==> config.mk <==
export PLATFORM = sky130hd
export DESIGN_NAME = col_cds_counter
export DESIGN_NICKNAME = d
export VERILOG_FILES = /design/src/rtl/cds_pkg.sv /design/src/rtl/cds_window.sv /design/src/rtl/cds_accum.sv /design/src/rtl/cds_latch.sv /design/src/rtl/col_cds_counter.sv
export SDC_FILE = /design/constraint.sdc
export NUM_CORES = 1
export LEC_CHECK = 0
export ABC_AREA = 1
export BUFFER_PORTS_ARGS = -buffer_cell sky130_fd_sc_hd__buf_4
export CAP_MARGIN = 20
export CORE_MARGIN = 5
export CORE_UTILIZATION = 35
export CTS_CLUSTER_DIAMETER = 100
export DETAILED_ROUTE_END_ITERATION = 8
export GPL_TIMING_DRIVEN = 0
export SYNTH_ARGS = -nofsm -noshare
export SYNTH_HDL_FRONTEND = slang
export SYNTH_SLANG_ARGS = --single-unit
==> constraint.sdc <==
create_clock -name clk -period 2.98 [get_ports clk]
set_input_delay 0.447 -clock clk [delete_from_list [all_inputs] [get_ports clk]]
set_output_delay 0.447 -clock clk [all_outputs]
set_load 0.1 [all_outputs]
==> src/rtl/cds_pkg.sv <==
package cds_pkg;
    typedef enum logic [1:0] {
        PH_IDLE = 2'b00,
        PH_RST  = 2'b01,
        PH_SIG  = 2'b10,
        PH_SPARE = 2'b11
    } phase_e;

    // One count command per cycle: whether to step, and in which direction
    typedef struct packed {
        logic step;
        logic up;
    } step_t;

    function automatic logic phase_counts(phase_e p);
        return (p == PH_RST) || (p == PH_SIG);
    endfunction
endpackage

==> src/rtl/cds_window.sv <==
module cds_window
    import cds_pkg::*;
#(
    parameter int RST_WIN  = 256,
    parameter int SIG_WIN  = 1024,
    parameter int HI_SCALE = 4
) (
    input  logic   clk,
    input  logic   rst,
    input  phase_e phase,
    input  logic   cmp,
    input  logic   hi_res,
    output step_t  step
);
    localparam int MAX_WIN = SIG_WIN * HI_SCALE;
    localparam int WIN_W   = $clog2(MAX_WIN + 1);
    localparam logic [WIN_W-1:0] L_RST_LO = WIN_W'(RST_WIN);
    localparam logic [WIN_W-1:0] L_RST_HI = WIN_W'(RST_WIN * HI_SCALE);
    localparam logic [WIN_W-1:0] L_SIG_LO = WIN_W'(SIG_WIN);
    localparam logic [WIN_W-1:0] L_SIG_HI = WIN_W'(SIG_WIN * HI_SCALE);

    phase_e           prev_q;
    logic [WIN_W-1:0] win_q;
    logic             stop_q;

    logic             new_ph;
    logic [WIN_W-1:0] win_eff;
    logic             stop_eff;
    logic [WIN_W-1:0] lim;
    logic             open_win;
    logic             active;

    always_comb begin
        new_ph   = (phase != prev_q);
        win_eff  = new_ph ? '0 : win_q;
        stop_eff = new_ph ? 1'b0 : stop_q;
        active   = phase_counts(phase);
        if (phase == PH_RST)      lim = hi_res ? L_RST_HI : L_RST_LO;
        else if (phase == PH_SIG) lim = hi_res ? L_SIG_HI : L_SIG_LO;
        else                      lim = '0;
        open_win  = (win_eff < lim);
        step.step = active && cmp && !stop_eff && open_win;
        step.up   = (phase == PH_SIG);
    end

    always_ff @(posedge clk) begin
        if (rst) begin
            prev_q <= PH_IDLE;
            win_q  <= '0;
            stop_q <= 1'b0;
        end else begin
            prev_q <= phase;
            win_q  <= open_win ? win_eff + 1'b1 : win_eff;
            stop_q <= stop_eff | (active & ~cmp);
        end
    end
endmodule

==> src/rtl/cds_accum.sv <==
module cds_accum
    import cds_pkg::*;
#(
    parameter int ACC_W = 15
) (
    input  logic                    clk,
    input  logic                    rst,
    input  logic                    clr,
    input  logic                    keep,
    input  step_t                   step,
    output logic signed [ACC_W-1:0] acc
);
    localparam logic signed [ACC_W-1:0] ONE = ACC_W'(1);

    always_ff @(posedge clk) begin
        if (rst)                acc <= '0;
        else if (clr && !keep)  acc <= '0;
        else if (step.step)     acc <= step.up ? acc + ONE : acc - ONE;
    end
endmodule

==> src/rtl/cds_latch.sv <==
module cds_latch #(
    parameter int ACC_W = 15,
    parameter int OUT_W = 13
) (
    input  logic                    clk,
    input  logic                    rst,
    input  logic                    xfer,
    input  logic signed [ACC_W-1:0] acc,
    output logic [OUT_W-1:0]        code
);
    localparam logic signed [ACC_W-1:0] CEIL = ACC_W'((1 << OUT_W) - 1);

    logic [OUT_W-1:0] clamped;

    always_comb begin
        if (acc < 0)         clamped = '0;
        else if (acc > CEIL) clamped = '1;
        else                 clamped = acc[OUT_W-1:0];
    end

    always_ff @(posedge clk) begin
        if (rst)       code <= '0;
        else if (xfer) code <= clamped;
    end
endmodule

==> src/rtl/col_cds_counter.sv <==
module col_cds_counter
    import cds_pkg::*;
#(
    parameter int RST_WIN  = 256,
    parameter int SIG_WIN  = 1024,
    parameter int HI_SCALE = 4,
    parameter int OUT_W    = 13
) (
    input  logic             clk,
    input  logic             rst,
    input  logic             cmp_i,
    input  logic [1:0]       phase_i,
    input  logic             clr_i,
    input  logic             keep_i,
    input  logic             hi_res_i,
    input  logic             xfer_i,
    output logic [OUT_W-1:0] code_o
);
    // Two spare bits: sign, and headroom for a two-row full-scale sum
    localparam int ACC_W = OUT_W + 2;

    phase_e                  phase;
    step_t                   step;
    logic signed [ACC_W-1:0] acc_w;

    assign phase = phase_e'(phase_i);

    cds_window #(
        .RST_WIN (RST_WIN),
        .SIG_WIN (SIG_WIN),
        .HI_SCALE(HI_SCALE)
    ) u_win (
        .clk   (clk),
        .rst   (rst),
        .phase (phase),
        .cmp   (cmp_i),
        .hi_res(hi_res_i),
        .step  (step)
    );

    cds_accum #(.ACC_W(ACC_W)) u_acc (
        .clk (clk),
        .rst (rst),
        .clr (clr_i),
        .keep(keep_i),
        .step(step),
        .acc (acc_w)
    );

    cds_latch #(.ACC_W(ACC_W), .OUT_W(OUT_W)) u_lat (
        .clk (clk),
        .rst (rst),
        .xfer(xfer_i),
        .acc (acc_w),
        .code(code_o)
    );
endmodule

# After elaboration in Yosys (flattened, before gate mapping)
# Index checks and enable logic that the tools add are counted.
[totals] elab_cells=35 ram_bits=0 inputBits=9 romBits=0 ff_bits=44 latchBits=0 memories=0 out_inout_bits=13
[classes] addsub=3 bitwise=3 shift=0 magnitude_cmp=3 muxes=10 n_eq_ne=3 mul=0 n_reduce_logical=8 div_mod_pow=0
[ops] cell="$mux 13" count=7
[ops] cell="$add 15x2->15 const B" count=1
[ops] cell="$gt 15x14->1 const B" count=1
[ops] cell="$lt 15x1->1 const B" count=1
[ops] cell="$mux 15" count=1
[ops] cell="$sub 15x2->15 const B" count=1
[ops] cell="$add 13x1->13 const B" count=1
[ops] cell="$lt 13x13->1" count=1
[ops] cell="$mux 11" count=1
[ops] cell="$logic_and 1x1->1" count=4
[ops] cell="$eq 2x1->1 const B" count=1
[ops] cell="$eq 2x2->1 const B" count=1
[ops] cell="$logic_not 1->1" count=2
[ops] cell="$ne 2x2->1" count=1
[ops] cell="$reduce_or 2->1" count=1
[ops] cell="$and 1x1->1" count=1
[ops] cell="$logic_or 1x1->1" count=1
[ops] cell="$mux 1" count=1
[ops] cell="$not 1->1" count=1
[ops] cell="$or 1x1->1" count=1

# Depth between registers and ports, before layout
[depth] word_depth=5 ltp_mapped=15 mapped_depth_nobuf=15

# Modules after synthesis
# Synthesis repeated with hierarchy kept, for this count alone.
[hier_totals] cells_unflattened=539 area_unflattened_um2=3296.9
[by_module_without_submodules] module="cds_accum" area_each_um2=1450.1 cells_each=258 n_inst=1 seq_area_each_um2=300.3
[by_module_without_submodules] module="cds_window" area_each_um2=1243.7 cells_each=196 n_inst=1 seq_area_each_um2=320.3
[by_module_without_submodules] module="cds_latch" area_each_um2=603.1 cells_each=85 n_inst=1 seq_area_each_um2=260.2

# Worst setup path after synthesis
# OpenSTA, ideal clock, no wires.
[synth_path] path_type="input -> register" startpoint="input phase_i[0]" endpoint="register u_acc.acc[11]" n_path_buf=0 setup_ns=0.064 arrival_ns=2.318 cell_stages=13 required_time_ns=2.916 path_slack_ns=0.598 cell_sequence="inv_1 > ha_1 > inv_1 > ha_1 > or2_2 > nand2_1 > inv_1 > nand2_1 > nand2_1 > a21oi_1 > xor2_1 > nor2_1 > nor2_1"
[synth_between] elab_chain_len=5 word_cells_on_any_way=14 classes_between="order compare: 1; eq/ne: 3; mux: 5; reduce/logical: 5"
[synth_lines] item="from (decl)" line="col_cds_counter.sv:12" text="input logic [1:0] phase_i,"
[synth_lines] item="$eq 2x2->1 (tied with other cells)" line="cds_pkg.sv:16, cds_window.sv:39, cds_window.sv:43"
[synth_lines] item="$mux 13 (tied with other cells)" line="cds_window.sv:39" text="else if (phase == PH_SIG) lim = hi_res ? L_SIG_HI : L_SIG_LO;"
[synth_lines] item="$mux 13 (tied with other cells)" line="cds_window.sv:38" text="if (phase == PH_RST) lim = hi_res ? L_RST_HI : L_RST_LO;"
[synth_lines] item="$lt 13x13->1 or $logic_and 1x1->1 (tied branches)" line="cds_window.sv:41, cds_window.sv:42"
[synth_lines] item="$logic_and 1x1->1" line="cds_window.sv:42" text="step.step = active && cmp && !stop_eff && open_win;"
[synth_lines] item="to (signal assigned)" line="cds_accum.sv:18" text="else if (step.step) acc <= step.up ? acc + ONE : acc - ONE;"
[synth_lines] item="to (decl)" line="cds_accum.sv:11" text="output logic signed [ACC_W-1:0] acc"
# Several ways; a longest one is shown, not always the timed one.
# A chain may end at the register's enable or synchronous reset.

# Worst setup path in the final report
# Ends and elaborated chain as after synthesis.

==> impl_metrics.env <==
export IMPL_cts_tree="built"
export IMPL_fillers=964
export IMPL_viasPerCell=4.824
export IMPL_grt_use_total_pct=14.63
export IMPL_cp_max_fo=15
export IMPL_drv_cap=0
export IMPL_cts_sinks=44
export IMPL_fin_setup_tns_ns=0
export IMPL_core_um2=8721
export IMPL_gp_congestion=0.8830
export IMPL_cp_num_buf_inv=4
export IMPL_num_io_pins=22
export IMPL_antenna_found_initial=0
export IMPL_drtAntennaViolNets=0
export IMPL_overflow=0
export IMPL_synthCells=483
export IMPL_dr_pass1_iters=5
export IMPL_drive_above_1_share_pct=10.57
export IMPL_die_x_um=104.4
export IMPL_ys_types=32
export IMPL_holdCritPathClass="in2reg"
export IMPL_synth_nets=513
export IMPL_worstPathCellList="buf_4 -> inv_1 -> ha_1 -> inv_1 -> ha_1 -> or2_2 -> nand2_1 -> inv_1 -> nand2_1 -> nand2_1 -> a21oi_1 -> xor2_1 -> nor2_1 -> nor2_1"
export IMPL_leakage_nw=1.706
export IMPL_dr_total_vias=2986
export IMPL_grt_max_degree=16
export IMPL_place_worst_setup_slack_ns=0.06068
export IMPL_ctsHoldBuffers=0
export IMPL_grt_pass1_vias=2918
export IMPL_synth_most_common_cell="nand2_1"
export IMPL_crit_slowest_cell="inv_1"
export IMPL_clkSlewWorstSetupHoldPaths_ns=0.09
export IMPL_cts_resized=0
export IMPL_clock_fmax_mhz=388.1
export IMPL_wl_per_cell_um=12.37
export IMPL_nets=540
export IMPL_multi_input_area_um2=1858
export IMPL_htree_levels=2
export IMPL_drc=0
export IMPL_end_kind="flip-flop"
export IMPL_fin_crit_sh_pct=86.46
export IMPL_cp_arrival_ns=2.82
export IMPL_synthFlopType="dfxtp_1"
export IMPL_slowest_delay_ns=0.42
export IMPL_ys_top_cells_by_count="nand2_1 (128), inv_1 (72), nor2_1 (55)"
export IMPL_dp_hpwl_um=5940
export IMPL_cts_buffers=5
export IMPL_postLayoutCellArea_um2=3492
export IMPL_first_iter_violations=85
export IMPL_dieArea_um2=10890
export IMPL_die_h_um=104.4
export IMPL_syn_area_um2=3117
export IMPL_synth_edf_count=0
export IMPL_critPathRequiredTime_ns=3.23
export IMPL_finalWorstSetupSlack_ns=0.4035
export IMPL_io_buffer_count=20
export IMPL_clk_latency_ns=0.30
export IMPL_placed_area_um2=3402
export IMPL_yosysWarnings=0
export IMPL_grt_pass1_wl_um=13450
export IMPL_hold_viol=0
export IMPL_drt_wl_total_um=7659
export IMPL_cp_start_kind="primary input"
export IMPL_slew_limit_headroom_pct=60.63
export IMPL_netlist_top_cells_area="dfxtp_1 (28%), nand2_1 (15%), inv_1 (8.7%)"
export IMPL_yosysSeqAreaShare_pct=28.26
export IMPL_syn2layout_area_growth_pct=12.04
export IMPL_cts_root_buffer="clkbuf_8"
export IMPL_synth_top_area_share_pct=28.26
export IMPL_ys_ff_latch=44
export IMPL_ir_drop_mv=0.1820
export IMPL_async_flop_share_pct=0
export IMPL_skew_ns=0.01324
export IMPL_rows=34
export IMPL_grt_setup_unrepaired="no"
export IMPL_setup_viol=0
export IMPL_diodes=0
export IMPL_tightest_slew_ns=0.5905
export IMPL_postCtsSetupBuffers=0
export IMPL_clk_path_buf_depth=2
export IMPL_period_needed_ns=2.576
export IMPL_syn_area_per_cell_um2=6.453
export IMPL_synth_top_cell_by_area="dfxtp_1"
export IMPL_initial_utilization_pct=35.74
export IMPL_slew_viol_final=0
export IMPL_p_per_area_nw_per_um2=399.4
export IMPL_status="finished clean"
export IMPL_critPathKind="in2reg"
export IMPL_seq_area_um2=880.8
export IMPL_crit_family="simple AND/OR/NAND/NOR gates"
[per-stage QoR]
step | hold WS (ns) | cells | power (mW) | utilization [%]
2_1_floorplan | 0.4555 | 483 | 0.9251 | -
3_3_place_gp | 0.4572 | 611 | 1.005 | 39.01
3_5_place_dp | 0.4564 | 611 | 1.009 | 39.01
4_1_cts | 0.4125 | 619 | 1.412 | 40.04
5_1_grt | 0.4231 | 619 | 1.487 | 40.04
6_report | 0.4137 | 619 | 1.395 | 40.04
[registers in the layout, summed over array words and instances (netlist names)]
name,count
u_acc.acc,15
u_win.stop_q,1
u_lat.code,13
u_win.win_q,13
u_win.prev_q,2
[per-layer routing]
layer | global-route usage, % | vias to the layer above | part of all wire (%)
met4 | 4.440 | 0 | 1.6
li1 | - | 1587 | -
met5 | 0 | - | 0
met3 | 2.483 | 8 | 3.6
met2 | 24.84 | 48 | 46
met1 | 18.82 | 1343 | 48
[cell type report]
type | instances | area share, %
multi-input combinational | 350 | 53.21
buffer | 14 | 2.616
inverter | 75 | 8.205
clock buffer | 8 | 2.580
timing repair buffer | 20 | 4.300
tap | 108 | 3.870
sequential | 44 | 25.22
[layout by cell type, fill, tap and decap left out, types with 3 or more instances in the layout]
master,netlist,routed
nand2_1,128,128
inv_1,72,72
nor2_1,55,55
dfxtp_1,44,44
a21oi_1,37,37
nand3_1,28,28
nand4_1,23,23
o21ai_0,20,20
ha_1,20,20
buf_4,0,20
xor2_1,10,10
clkbuf_1,6,8
nand2_2,6,6
clkbuf_8,0,6
buf_6,5,5
nand2_4,3,3
xnor2_1,3,3
[report_power, final]
group | internal, mW | total (mW) | leakage (nW) | switching (mW)
registers | 0.608 | 0.623 | 0.357 | 0.0147
clock network | 0.190 | 0.399 | 0.0455 | 0.209
logic | 0.120 | 0.373 | 1.30 | 0.253
[kinds of logic after synthesis]
kind of cell | Yosys count | synth area share (%)
flip-flops | 44 | 28.26
AO/OA/AOI/OAI | 60 | 10.04
XOR/XNOR | 14 | 4.175
buffers and inverters | 89 | 12.12
AND/OR/NAND/NOR | 255 | 36.73
adder cells (fa/ha/maj) | 21 | 8.671
[path summary, 6_finish.rpt]
check,startpoint,end,slack (ns),cells past startpoint
hold reg to reg,u_lat.code[8],u_lat.code[8],0.47,2
setup / recovery,phase_i[0],u_acc.acc[11],0.40,14
setup reg to reg,u_win.prev_q[0],u_win.win_q[8],0.72,10
hold / removal,phase_i[1],u_win.prev_q[1],0.41,3
[worst register-to-register path, delay by kind of cell, from the launching register on]
kind / cells / cell delay, ns
flops: 1 / 0.33
simple gates: 7 / 1.04
fa+ha+maj: 1 / 0.26
buf+inv: 1 / 0.18
xor+xnor: 1 / 0.35
Power figures use the tool's default switching activity.
